==> src/rtl/js_pkg.sv <==
package js_pkg;

    // pacer states
    typedef enum logic [1:0] {
        ST_FLUSH = 2'd0,
        ST_PRIME = 2'd1,
        ST_RUN   = 2'd2
    } js_state_t;

    // index of each sticky flag
    localparam int FLG_TRIP  = 0;
    localparam int FLG_UNDER = 1;
    localparam int FLG_OVER  = 2;
    localparam int FLG_COUNT = 3;

endpackage

==> src/rtl/js_fifo.sv <==
module js_fifo #(
    parameter int MAX_DEPTH = 128,
    parameter int CW        = $clog2(MAX_DEPTH + 1)
) (
    input  logic          clk,
    input  logic          rst_n,
    input  logic          flush,
    input  logic [CW-1:0] depth,
    input  logic          wr_en,
    input  logic          wr_bit,
    input  logic          rd_en,
    output logic          rd_bit,
    output logic [CW-1:0] fill,
    output logic          ovf_evt,
    output logic          unf_evt
);

    localparam int AW = $clog2(MAX_DEPTH);

    logic          mem [MAX_DEPTH];
    logic [AW-1:0] wr_ptr;
    logic [AW-1:0] rd_ptr;
    logic          is_full;
    logic          is_empty;
    logic          do_wr;
    logic          do_rd;

    always_comb begin
        is_full  = (fill == depth);
        is_empty = (fill == '0);
        do_wr    = wr_en && !is_full  && !flush;
        do_rd    = rd_en && !is_empty && !flush;
        ovf_evt  = wr_en && is_full   && !flush;
        unf_evt  = rd_en && is_empty  && !flush;
    end

    // pointers wrap over the whole array; depth only limits the fill
    always_ff @(posedge clk or negedge rst_n) begin
        if (!rst_n) begin
            wr_ptr <= '0;
            rd_ptr <= '0;
            fill   <= '0;
            rd_bit <= 1'b0;
        end else if (flush) begin
            wr_ptr <= '0;
            rd_ptr <= '0;
            fill   <= '0;
            rd_bit <= 1'b0;
        end else begin
            if (do_wr) begin
                wr_ptr <= wr_ptr + 1'b1;
            end
            if (do_rd) begin
                rd_ptr <= rd_ptr + 1'b1;
                rd_bit <= mem[rd_ptr];
            end
            unique case ({do_wr, do_rd})
                2'b10:   fill <= fill + 1'b1;
                2'b01:   fill <= fill - 1'b1;
                default: fill <= fill;
            endcase
        end
    end

    always_ff @(posedge clk) begin
        if (do_wr) begin
            mem[wr_ptr] <= wr_bit;
        end
    end

endmodule

==> src/rtl/js_pacer.sv <==
module js_pacer
    import js_pkg::*;
#(
    parameter int NOM_DIV = 16,
    parameter int CW      = 8
) (
    input  logic          clk,
    input  logic          rst_n,
    input  logic          flush,
    input  logic [CW-1:0] fill,
    input  logic [CW-1:0] half,
    input  logic [CW-1:0] margin,
    output logic          rd_req,
    output logic          trip_evt,
    output js_state_t     state
);

    localparam int PW = $clog2(NOM_DIV + 2);
    localparam logic [PW-1:0] P_NOM  = PW'(NOM_DIV);
    localparam logic [PW-1:0] P_FAST = PW'(NOM_DIV - 1);
    localparam logic [PW-1:0] P_SLOW = PW'(NOM_DIV + 1);

    js_state_t     state_q;
    js_state_t     state_d;
    logic [PW-1:0] cnt_q;
    logic [PW-1:0] len_q;
    logic [PW-1:0] choice;
    logic [CW:0]   hi_lim;
    logic [CW:0]   lo_sum;

    // state register
    always_ff @(posedge clk or negedge rst_n) begin
        if (!rst_n) begin
            state_q <= ST_FLUSH;
        end else begin
            state_q <= state_d;
        end
    end

    // transitions: T_PURGE, T_ARM, T_START, T_KEEP
    always_comb begin
        state_d = state_q;
        unique case (state_q)
            ST_FLUSH: state_d = flush ? ST_FLUSH : ST_PRIME;
            ST_PRIME: begin
                if (flush) begin
                    state_d = ST_FLUSH;
                end else if (fill >= half) begin
                    state_d = ST_RUN;
                end
            end
            ST_RUN:   state_d = flush ? ST_FLUSH : ST_RUN;
            default:  state_d = ST_FLUSH;
        endcase
    end

    // outputs: read request and next-period choice
    always_comb begin
        hi_lim   = {1'b0, half} + {1'b0, margin};
        lo_sum   = {1'b0, fill} + {1'b0, margin};
        rd_req   = 1'b0;
        choice   = P_NOM;
        unique case (state_q)
            ST_RUN: begin
                rd_req = !flush && (cnt_q == len_q - 1'b1);
                if ({1'b0, fill} > hi_lim) begin
                    choice = P_FAST;
                end else if (lo_sum < {1'b0, half}) begin
                    choice = P_SLOW;
                end
            end
            default: rd_req = 1'b0;
        endcase
        trip_evt = rd_req && (choice != P_NOM);
        state    = state_q;
    end

    // period divider
    always_ff @(posedge clk or negedge rst_n) begin
        if (!rst_n) begin
            cnt_q <= '0;
            len_q <= P_NOM;
        end else if (state_q != ST_RUN) begin
            cnt_q <= '0;
            len_q <= P_NOM;
        end else if (rd_req) begin
            cnt_q <= '0;
            len_q <= choice;
        end else begin
            cnt_q <= cnt_q + 1'b1;
        end
    end

endmodule

==> src/rtl/js_sticky.sv <==
module js_sticky #(
    parameter int N = 3
) (
    input  logic         clk,
    input  logic         rst_n,
    input  logic         clr,
    input  logic [N-1:0] set,
    output logic [N-1:0] flag
);

    for (genvar g = 0; g < N; g++) begin : g_bit
        logic bit_q;
        always_ff @(posedge clk or negedge rst_n) begin
            if (!rst_n) begin
                bit_q <= 1'b0;
            end else begin
                bit_q <= set[g] | (bit_q & ~clr);
            end
        end
        assign flag[g] = bit_q;
    end

endmodule

==> src/rtl/jitter_smoother.sv <==
module jitter_smoother
    import js_pkg::*;
#(
    parameter int BIG_DEPTH    = 128,
    parameter int SMALL_DEPTH  = 32,
    parameter int BIG_MARGIN   = 60,
    parameter int SMALL_MARGIN = 14,
    parameter int NOM_DIV      = 16
) (
    input  logic clk,
    input  logic rst_n,
    input  logic atten_en,
    input  logic path_tx,
    input  logic deep_mode,
    input  logic flag_clr,
    input  logic rx_bit,
    input  logic rx_stb,
    input  logic tx_bit,
    input  logic tx_stb,
    output logic rx_out,
    output logic rx_out_stb,
    output logic tx_out,
    output logic tx_out_stb,
    output logic trip_flag,
    output logic under_flag,
    output logic over_flag
);

    localparam int CW = $clog2(BIG_DEPTH + 1);

    logic            mode_q;
    logic            path_q;
    logic            flush;
    logic [CW-1:0]   depth;
    logic [CW-1:0]   half;
    logic [CW-1:0]   margin;
    logic            sel_bit;
    logic            sel_stb;
    logic            rd_en;
    logic            att_bit;
    logic            att_stb;
    logic [CW-1:0]   fill;
    logic            ovf_evt;
    logic            unf_evt;
    logic            trip_evt;
    js_state_t       pacer_state;
    logic [FLG_COUNT-1:0] flg_set;
    logic [FLG_COUNT-1:0] flg;

    // track the selects to spot a change
    always_ff @(posedge clk or negedge rst_n) begin
        if (!rst_n) begin
            mode_q <= 1'b0;
            path_q <= 1'b0;
        end else begin
            mode_q <= deep_mode;
            path_q <= path_tx;
        end
    end

    always_comb begin
        flush   = !atten_en || (deep_mode != mode_q) || (path_tx != path_q);
        depth   = deep_mode ? CW'(BIG_DEPTH)      : CW'(SMALL_DEPTH);
        half    = deep_mode ? CW'(BIG_DEPTH / 2)  : CW'(SMALL_DEPTH / 2);
        margin  = deep_mode ? CW'(BIG_MARGIN)     : CW'(SMALL_MARGIN);
        sel_bit = path_tx ? tx_bit : rx_bit;
        sel_stb = path_tx ? tx_stb : rx_stb;
    end

    js_fifo #(
        .MAX_DEPTH (BIG_DEPTH),
        .CW        (CW)
    ) u_fifo (
        .clk     (clk),
        .rst_n   (rst_n),
        .flush   (flush),
        .depth   (depth),
        .wr_en   (sel_stb),
        .wr_bit  (sel_bit),
        .rd_en   (rd_en),
        .rd_bit  (att_bit),
        .fill    (fill),
        .ovf_evt (ovf_evt),
        .unf_evt (unf_evt)
    );

    js_pacer #(
        .NOM_DIV (NOM_DIV),
        .CW      (CW)
    ) u_pacer (
        .clk      (clk),
        .rst_n    (rst_n),
        .flush    (flush),
        .fill     (fill),
        .half     (half),
        .margin   (margin),
        .rd_req   (rd_en),
        .trip_evt (trip_evt),
        .state    (pacer_state)
    );

    // output strobe lines up with the registered read bit
    always_ff @(posedge clk or negedge rst_n) begin
        if (!rst_n) begin
            att_stb <= 1'b0;
        end else begin
            att_stb <= rd_en;
        end
    end

    always_comb begin
        flg_set            = '0;
        flg_set[FLG_TRIP]  = trip_evt;
        flg_set[FLG_UNDER] = unf_evt;
        flg_set[FLG_OVER]  = ovf_evt;
    end

    js_sticky #(
        .N (FLG_COUNT)
    ) u_flags (
        .clk   (clk),
        .rst_n (rst_n),
        .clr   (flag_clr),
        .set   (flg_set),
        .flag  (flg)
    );

    always_comb begin
        trip_flag  = flg[FLG_TRIP];
        under_flag = flg[FLG_UNDER];
        over_flag  = flg[FLG_OVER];
        rx_out     = rx_bit;
        rx_out_stb = rx_stb;
        tx_out     = tx_bit;
        tx_out_stb = tx_stb;
        if (atten_en) begin
            if (path_tx) begin
                tx_out     = att_bit;
                tx_out_stb = att_stb;
            end else begin
                rx_out     = att_bit;
                rx_out_stb = att_stb;
            end
        end
    end

endmodule

==> config.mk <==
export PLATFORM = sky130hd
export DESIGN_NAME = jitter_smoother
export DESIGN_NICKNAME = d
export VERILOG_FILES = /design/src/rtl/js_pkg.sv /design/src/rtl/js_fifo.sv /design/src/rtl/js_pacer.sv /design/src/rtl/js_sticky.sv /design/src/rtl/jitter_smoother.sv
export SDC_FILE = /design/constraint.sdc
export NUM_CORES = 1
export LEC_CHECK = 0
export BUFFER_PORTS_ARGS = -buffer_cell sky130_fd_sc_hd__buf_2
export CORE_MARGIN = 4
export CORE_UTILIZATION = 45
export CTS_BUF_LIST = sky130_fd_sc_hd__clkbuf_8
export DETAILED_ROUTE_END_ITERATION = 12
export GPL_TIMING_DRIVEN = 0
export PLACE_DENSITY = 0.59
export SYNTH_ARGS = -nofsm -noshare
export SYNTH_HDL_FRONTEND = slang
export SYNTH_SLANG_ARGS = --single-unit
==> constraint.sdc <==
create_clock -name clk -period 4.9 [get_ports clk]
set_input_delay 0.98 -clock clk [delete_from_list [all_inputs] [get_ports clk]]
set_output_delay 0.98 -clock clk [all_outputs]
set_load 0.1 [all_outputs]
==> qor.yml <==
worst_setup_path:
  cp_data_arrival_time_ps: 4320
  startpoint: "deep_mode"
  crit_path_end: "u_fifo.fill[7]"
  cp-end-kind: "flip-flop"
  rr_endpoint: "u_fifo.fill[7]"
  worst_setup_path_start_kind: "input pin"
  cp_data_required_time_ps: 5280
  worst_r2r_path_depth: 14
  r2r_slack_ps: 1000
  path_class: "input pin to flip-flop"
  r2r-start: "u_pacer.len_q[0]"
  cp_max_fo: 10
logic_synthesis:
  syn_avg_cell_area_um2: 12.4
  synth_ff_type: "edfxtp_1"
  syn-cell-area_um2: 8140
  yosysTopAreaCell: "edfxtp_1"
  synth_cells: 658
  synth-edff-count: 128
  async_reset_ff_share_pct: 23.4
  synth_top_cells_by_count: "nor2_1, edfxtp_1, nand2_1"
  yosysTopAreaCellShare_pct: 47.2
  ys_seq_elements: 167
  synth_most_common_cell: "nor2_1"
  synthTopCellsByArea: "edfxtp_1, dfrtp_1, nor2_1"
  synth-seq-area-share_pct: 59.2
  yosys_warnings: 0
  yosysUniqueCellTypes: 65
  synth_fp_nets: 692
sta:
  max_freq_mhz: 253
  final_hold_viol_count: 0
  finalSetupTns_ps: 0
  maxSlewHeadroom_pct: 40.3
  slew_viol_final: 0
  finalCritPeriodShare_pct: 80.5
  tightest_slew_ps: 896
  layout_min_cycle_time_ps: 3950
  finalSetupViolCount: 0
  rsz0062_at_grt: "false"
  finClkSkew_ps: 20.1
routing:
  drt_iter0_markers: 388
  wl_per_cell_um: 19.2
  via_per_inst: 5.64
  drtAntennaViolNets: 0
  first_pass_iters: 8
  vias: 5253
  routed_wl_um: 17900
  drc_errors: 0
finish:
  ff_latch_area_um2: 4820
  final_nets: 728
  finalNonFillerCells: 931
  final_area_um2: 8930
  n_antenna_cell: 0
  area_growth_pct: 9.73
  final_layout_size_suffix_gt1_share_pct: 14.6
  post-route-util_pct: 50.9
  num-fill-cells: 1573
  multiInputGateArea_um2: 3100
clock_network:
  clock-root-buffer: "clkbuf_8"
  clock_sinks: 167
  postCtsHoldBufs: 0
  htreeDepth: 4
  insertion_delay_ps: 460
  clkSlewWorstSetupHoldPaths_ps: 90
  tritoncts: "yes"
  cts-buffers-inserted: 17
  cts_max_path_buffers: 2
  cts_resized: 0
  postCtsSetupBuffers: 0
flow_run:
  max_cap_violations: 0
floorplanning:
  std_cell_rows: 48
  start_util_pct: 46.4
  die_h_um: 142
  num_io_pins: 17
  fp.coreArea_um2: 17500
  die_w_um: 142
  die_area_um2: 20300
min_path:
  hold_class: "flip-flop to flip-flop"
global_route:
  grt_antenna_before_repair: 0
  grt_overflow_total: 0
  grt_max_degree: 74
  grt_pass1_vias: 5275
  grt_pass1_wl_um: 28900
  grt_usage_pct: 18.6
place:
  routabilityCongestion: 0.808
  dpl-instance-area_um2: 8520
  port_buffers: 16
  dp.cells: 900
  dp_hpwl_um: 12100
power:
  p_leak_nw: 3.01
  ir_drop_v: 0.000183
  finalPower_mw: 2.66
  p_per_area_nw_per_um2: 298
outcome:
  status: "completed"
-- flip-flops by register name, summed over array words and instances, names as in the netlist, 2 cells and up --
| register | cells |
|---|---|
| u_fifo.fill | 8 |
| u_fifo.mem | 128 |
| u_flags.g_bit.bit_q | 3 |
| u_fifo.wr_ptr | 7 |
| u_fifo.rd_ptr | 7 |
| u_pacer.cnt_q | 5 |
| u_pacer.len_q | 3 |
| u_pacer.state | 2 |
-- per-stage QoR --
step	setup slack (ps)	hold WS, ps
final	954	516
after global routing	646	540
after CTS	953	527
after detailed placement	459	503
after global placement	480	486
after floorplan	1160	462
-- per-layer routing --
| layer | global-route usage (%) | part of all wire, % | wire [um] | vias up |
|---|---|---|---|---|
| met1 | 26.7 | 48 | 8520 | 2654 |
| met3 | 4.33 | 4.7 | 840 | 23 |
| met2 | 28.6 | 46 | 8260 | 123 |
| li1 | - | - | - | 2453 |
| met5 | 0 | 0 | 0 | - |
| met4 | 5.45 | 1.5 | 261 | 0 |
-- cell families after synthesis --
group                      synth area share [%]
muxes                                      10.8
DFF                                        59.2
adders and majority gates                  3.78
buffers and inverters                      2.72
and+or+nand+nor                            14.3
AOI/OAI and AO/OA                          5.80
xor gates and xnor gates                   3.29
-- report_power, final --
| part | switching [mW] | internal, mW |
|---|---|---|
| registers | 0.00361 | 1.54 |
| clock network | 0.511 | 0.505 |
| logic | 0.0792 | 0.0261 |
-- critical path, stage by stage --
cell	delay, ps
buf_2	170
inv_1	150
ha_1	360
inv_1	120
a41oi_2	190
buf_2	270
a21oi_1	540
ha_1	350
a21o_1	180
a21oi_1	260
o211ai_1	180
a211oi_1	210
o21bai_1	160
mux2i_1	190
-- final cells by class --
class	count	area share, %
Sequential cell	167	54.0
Multi-Input combinational cell	442	34.7
Tap cell	225	3.15
Clock buffer	17	2.62
Clock inverter	14	1.93
Buffer	31	1.72
Timing Repair Buffer	17	1.12
Inverter	18	0.757
-- placed cells by master (no fill, tap or decap), drive strengths merged, types with 3 or more instances in the layout --
cell type  count
o31ai          5
o211ai         5
bufinv         3
clkbuf        32
clkinv         6
o22ai          3
inv           21
o221ai         5
xnor2         13
nand4          7
nor2         171
mux4          24
or3            3
ha            23
nand3         17
or4            3
dfrtp         38
xor2          12
a21o           3
buf           33
o21ai         15
nand3b         3
a21oi          8
nor2b         10
mux2i         24
nand2         40
mux2           9
a211oi         5
nor3           3
edfxtp       128
-- worst min path at each step --
stage | from | endpoint | slack, ps | depth (start not counted)
2_1_floorplan | u_fifo.rd_ptr[6] | u_fifo.rd_ptr[6] | 460 | 1
3_3_place_gp | u_flags.g_bit[1].bit_q | u_flags.g_bit[1].bit_q | 490 | 2
3_5_place_dp | u_flags.g_bit[1].bit_q | u_flags.g_bit[1].bit_q | 500 | 2
4_1_cts | u_flags.g_bit[1].bit_q | u_flags.g_bit[1].bit_q | 530 | 2
5_1_grt | u_pacer.cnt_q[0] | u_pacer.cnt_q[0] | 540 | 1
6_report | u_flags.g_bit[1].bit_q | u_flags.g_bit[1].bit_q | 520 | 2
Power figures use the tool's default switching activity.
